`src/rtl/load_use_stall.sv`:
```
module load_use_stall #(
  parameter int REG_BITS  = 5,
  parameter int CTRL_BITS = 8,
  parameter int PC_BITS   = 32,
  parameter int PC_STEP   = 4,
  parameter int MEMRD_BIT = 2
) (
  input  logic                 clk,
  input  logic                 rst_n,
  input  logic [REG_BITS-1:0]  f_rs,
  input  logic [REG_BITS-1:0]  f_rt,
  input  logic [CTRL_BITS-1:0] f_ctrl,
  output logic [PC_BITS-1:0]   pc,
  output logic                 pc_we,
  output logic                 ifid_we,
  output logic                 stall,
  output logic [REG_BITS-1:0]  id_rs,
  output logic [REG_BITS-1:0]  id_rt,
  output logic [CTRL_BITS-1:0] id_ctrl,
  output logic [CTRL_BITS-1:0] ex_ctrl,
  output logic [REG_BITS-1:0]  ex_rt
);
  localparam logic [PC_BITS-1:0] STEP = PC_BITS'(PC_STEP);

  logic ex_loads, rt_live, src_match;

  assign ex_loads  = ex_ctrl[MEMRD_BIT];
  assign rt_live   = |ex_rt;
  assign src_match = (ex_rt == id_rs) || (ex_rt == id_rt);
  assign stall     = ex_loads && rt_live && src_match;
  assign pc_we     = !stall;
  assign ifid_we   = !stall;

  always_ff @(posedge clk or negedge rst_n) begin
    if (!rst_n) pc <= '0;
    else if (pc_we) pc <= pc + STEP;
  end

  always_ff @(posedge clk or negedge rst_n) begin
    if (!rst_n) begin
      id_rs   <= '0;
      id_rt   <= '0;
      id_ctrl <= '0;
    end else if (ifid_we) begin
      id_rs   <= f_rs;
      id_rt   <= f_rt;
      id_ctrl <= f_ctrl;
    end
  end

  always_ff @(posedge clk or negedge rst_n) begin
    if (!rst_n) begin
      ex_ctrl <= '0;
      ex_rt   <= '0;
    end else begin
      ex_ctrl <= stall ? '0 : id_ctrl;
      ex_rt   <= id_rt;
    end
  end
endmodule

```
`config.mk`:
```
export PLATFORM = sky130hd
export DESIGN_NAME = load_use_stall
export DESIGN_NICKNAME = d
export VERILOG_FILES = /design/src/rtl/load_use_stall.sv
export SDC_FILE = /design/constraint.sdc
export NUM_CORES = 1
export LEC_CHECK = 0
export CORE_ASPECT_RATIO = 1.5
export CORE_UTILIZATION = 45
export CTS_CLUSTER_DIAMETER = 200
export DETAILED_ROUTE_END_ITERATION = 12
export PLACE_DENSITY = 0.75
export SETUP_SLACK_MARGIN = 0.5
export SLEW_MARGIN = 40
export SYNTH_ARGS = -nofsm -noshare
export SYNTH_HDL_FRONTEND = slang
export SYNTH_SLANG_ARGS = --single-unit
```
`constraint.sdc`:
```
create_clock -name clk -period 4.9 [get_ports clk]
set_clock_uncertainty 0.1 [all_clocks]
set_input_delay 0.49 -clock clk [delete_from_list [all_inputs] [get_ports clk]]
set_output_delay 0.49 -clock clk [all_outputs]
set_load 0.02 [all_outputs]
```
## Word level (Yosys, flattened, before mapping)

Cells that the tools add are included.

| storage, ports and cells | value |
|---|---|
| output and inout bits | 66 |
| input port bits | 20 |
| register bits after elaboration | 63 |
| logic and storage cells | 15 |

| operators by class | value |
|---|---|
| equality and inequality tests | 2 |
| reductions and logical operators | 5 |
| add/sub/neg operators | 1 |
| mux-type cells | 1 |

Operator list:

| cell | number |
|---|---|
| 32-bit by 3-bit adder with 32-bit output (second input constant) | 1 |
| 5-bit == test | 2 |
| 8-bit 2-to-1 mux | 1 |
| 5-bit OR reduction | 1 |
| 1-bit logical AND | 2 |
| 1-bit zero test | 1 |
| 1-bit logical OR | 1 |

## Longest topological paths before layout

| depth | value |
|---|---|
| depth in word-level cells | 4 |
| mapped depth | 7 |
| mapped depth without buffers | 5 |

## Worst setup path before layout

No wires, ideal clock.

| timing path | value |
|---|---|
| path type | register -> output |
| from | register ex_rt[1] |
| to | output port pc_we |
| buffers on the path | 2 |
| slack | 2.276 ns |
| data arrival time | 2.034 ns |
| cell stages (with the launch flop) | 7 |
| required time | 4.310 ns |
| path through | dfrtp_1 > or4_1 > o21a_1 > and2_1 > clkbuf_1 > inv_1 > buf_4 |

| on the way | value |
|---|---|
| word-level cells in the longest chain between the ends | 4 |
| elaborated cells between the ends (all ways) | 7 |
| classes of those cells | eq/ne: 2; reduce/logical: 5 |

RTL lines:

| element | line | text |
|---|---|---|
| start, declared | 21 | `output logic [REG_BITS-1:0] ex_rt` |
| start signal, assigned | 57 | `ex_rt <= id_rt;` |
| 5-bit == test / 5-bit OR reduction (equally long branches) | 29, 28 |  |
| 1-bit logical OR / 1-bit logical AND (equally long branches) | 29, 30 |  |
| 1-bit logical AND * | 30 | `assign stall = ex_loads && rt_live && src_match;` |
| net stall | 16 | `output logic stall,` |
| 1-bit zero test * | - |  |
| end, declared | 14 | `output logic pc_we,` |

The timed path passes the listed nets; every way through them passes the cells marked *.

## Worst setup path in the final report

| timing path | value |
|---|---|
| from | register ex_rt[1] |
| to | output port ifid_we |

| on the way | value |
|---|---|
| word-level cells in the longest chain between the ends | 4 |
| elaborated cells between the ends (all ways) | 7 |
| classes of those cells | eq/ne: 2; reduce/logical: 5 |

RTL lines:

| element | line | text |
|---|---|---|
| 5-bit == test / 5-bit OR reduction (equally long branches) | 29, 28 |  |
| 1-bit logical OR / 1-bit logical AND (equally long branches) | 29, 30 |  |
| 1-bit logical AND * | 30 |  |
| 1-bit zero test * | 32 | `assign ifid_we = !stall;` |
| end, declared | 15 | `output logic ifid_we,` |

Every way passes the cells marked *; elsewhere a longest branch is shown, timed or not.

==> impl_metrics.tcl <==
set metrics [dict create \
    clock_sink_count 61 \
    tritoncts "built" \
    globalRoute.busiestLayer "met2" \
    grt.overflow.total 0 \
    synth_ff_type "dfrtp_1" \
    drt_wl_total_mm 5.638 \
    ir_worst_vdd_uv 279.0 \
    p_leak_nw 1.664 \
    drc_marker_count_from_the_first_detailed_route_iteration 90 \
    routability_driven_placement_congestion_ratio 0.7781 \
    max-slew-margin-rel_pct 64.10 \
    fin_tns_setup_ns 0 \
    critPathLaunchType "register" \
    fp.dieArea_um2 6477 \
    antenna-diode-count 0 \
    synth_area_um2 2769 \
    grt_start_max_net_pins 62 \
    worstPathArrival_ns 2.83 \
    final.hold.worst_slack_ns 0.1104 \
    groute.layer.met3.usage_pct 7.360 \
    antenna_found_initial 0 \
    initial_core_util_pct 47.17 \
    report.final.slew_viol_count 0 \
    die_width_um 66.05 \
    timing.setup.critical_path_class "register to output port" \
    dr_vias_cell 5.181 \
    grt_util_all_layers_pct 19.42 \
    crit_path_end_kind "output port" \
    synth-seq-area-share_pct 55.13 \
    drc 0 \
    placement.io_buffers 83 \
    vias 2005 \
    clock_tree.root_cell "clkbuf_8" \
    holdBufCountCts 0 \
    yosys_register_bits 61 \
    dpl.hpwl_mm 3.841 \
    grt_use_met2_pct 31.08 \
    clk_path_buf_depth 2 \
    drt.antenna.violating_nets 0 \
    worst-path-max-fanout 29 \
    timing.max_cap.violations 0 \
    critical_path.slowest_cell "clkdlybuf4s50_1" \
    timing.final.crit_share_pct 69.83 \
    run_status "finished, final reports clean" \
    finalHoldViolations 0 \
    chipHeight_um 98.07 \
    wl_per_cell_um 14.57 \
    cells_along_the_critical_path "or4_1 > o21a_1 > buf_4 > and2_1 > inv_1 > clkdlybuf4s50_1" \
    grt_pass1_vias 2102 \
    synth_cells 225 \
    cp_data_required_time_ns 4.31 \
    critical_path_stages 6 \
    critical_path.max_stage_delay_ns 0.60 \
    postCtsSetupRepairBufs 0 \
    synth_enable_flop_cells 0 \
    layout-drive-gt1-share_pct 16.19 \
    worst_pin_slew_ns 0.5386 \
    floorplan.io_pins 86 \
    drtPass1Iterations 4 \
    avgSynthCellArea_um2 12.31 \
    grt_first_pass_wirelength_mm 9.515 \
    resized_gates_after_cts 0 \
    synth.distinct_cells 28 \
    fillCellCount 485 \
    sum_of_buffers_and_inverters_on_the_critical_path 3 \
    placeable_core_region_um2 5871 \
    synth-warning-count 0 \
    cts_buffer_count 9 \
    setup_viol_count_final 0 \
    area_growth_pct 40.67 \
    min_path_type "input pin to async pin" \
    async_reset_ff_share_pct 100.0 \
    cts_clock_pin_slew_for_the_worst_setup_and_hold_paths_ns 0.07 \
    layout_min_cycle_time_ns 3.422 \
    rsz0062_at_grt "no" \
    clock_tree.htree_level_count 3 \
    rows 34 \
    critPathTopFamily "buffers and inverters" \
    power_density_nw_per_um2 392.5 \
    design.final.nets 331 \
    fmax_ghz 0.2923 \
    clk_lat_worst_skew_ns 0.34 \
    timing.reg2reg.worst_path_depth 7 \
    gr-usage-met1_pct 22.14 \
]
-- Yosys cell counts (3+ instances only) --
cell type	number	area (µm²)
dfrtp_1	61	1526
xor2_1	25	219.0
mux2_2	19	214.0
nand2_1	14	52.55
xnor2_1	14	122.6
nand3_1	13	65.06
a211oi_2	10	125.1
a21oi_1	10	50.05
nor2b_1	8	50.05
a211oi_1	7	52.55
nand4_1	7	43.79
inv_1	6	22.52
buf_2	5	25.02
buf_4	4	30.03
and4_1	3	26.28
clkbuf_1	3	11.26
nor2_1	3	11.26
-- layer usage --
| metal | vias up | share of wire (%) |
|---|---|---|
| met5 | - | 0 |
| met4 | 0 | 1.9 |
| met3 | 12 | 8.5 |
| met2 | 72 | 51 |
| met1 | 976 | 38 |
| li1 | 945 | - |
-- cell families after synthesis --
| family | share of synthesized area, % |
|---|---|
| and+or+nand+nor | 10.35 |
| adders and majority gates | 0.4518 |
| AOI/OAI and AO/OA | 9.716 |
| xor gates and xnor gates | 12.34 |
| other | 0.1354 |
| DFF | 55.13 |
| buffers and inverters | 4.157 |
| muxes | 7.727 |
-- stage by stage --
step / setup WS (ns) / util [%] / power (mW) / cells / area (µm²)
after global routing: 1.348 / 66.35 / 1.594 / 387 / 3895
after detailed placement: 1.839 / 61.87 / 0.9650 / 371 / 3632
after CTS: 1.456 / 66.28 / 1.543 / 387 / 3891
after global placement: 1.893 / 61.87 / 0.9615 / 371 / 3632
final: 1.478 / 66.35 / 1.529 / 387 / 3895
after floorplan: 2.276 / - / 0.8057 / 226 / 2773
-- final cells by class --
class	instances	area [µm²]	share of cell area (%)
clock inverters	3	90.09	2.313
clock buffers	13	168.9	4.337
well taps	72	90.09	2.313
repair buffers	87	859.6	22.07
multi-input cells	145	1137	29.20
flip-flops and latches	61	1526	39.19
inverters	6	22.52	0.5782
-- sequential cells by signal, indices dropped and copies added (netlist names) --
signal	cells
ex_ctrl	8
id_ctrl	8
id_rt	5
id_rs	5
ex_rt	5
pc	30
-- worst paths after layout --
path / from / endpoint / slack, ns
max: ex_rt[1] / ifid_we / 1.48
min: rst_n / pc[20] / 0.11
max reg2reg: ex_rt[4] / id_rs[2] / 2.23
min reg2reg: id_rt[2] / ex_rt[2] / 0.34
max in group asynchronous: rst_n / ex_ctrl[1] / 4.21
min in group clk: id_rt[2] / ex_rt[2] / 0.34
-- placed cells by master, fill, tap and decap left out, drive strengths merged --
master,n
a2111oi,1
a211oi,17
a21oi,10
and2,2
and3,2
and4,3
buf,5
bufinv,3
clkbuf,13
clkdlybuf4s50,82
conb,2
dfrtp,61
ha,1
inv,6
mux2,19
nand2,14
nand3,13
nand4,7
nor2,3
nor2b,8
nor3,1
o21a,1
o22ai,1
or4,1
xnor2,14
xor2,25
-- power breakdown --
part / total (mW) / internal [mW] / switching (mW)
sequential: 0.616 / 0.558 / 0.0584
clock: 0.571 / 0.380 / 0.191
combinational: 0.341 / 0.165 / 0.177
(Power assumes the default switching activity.)
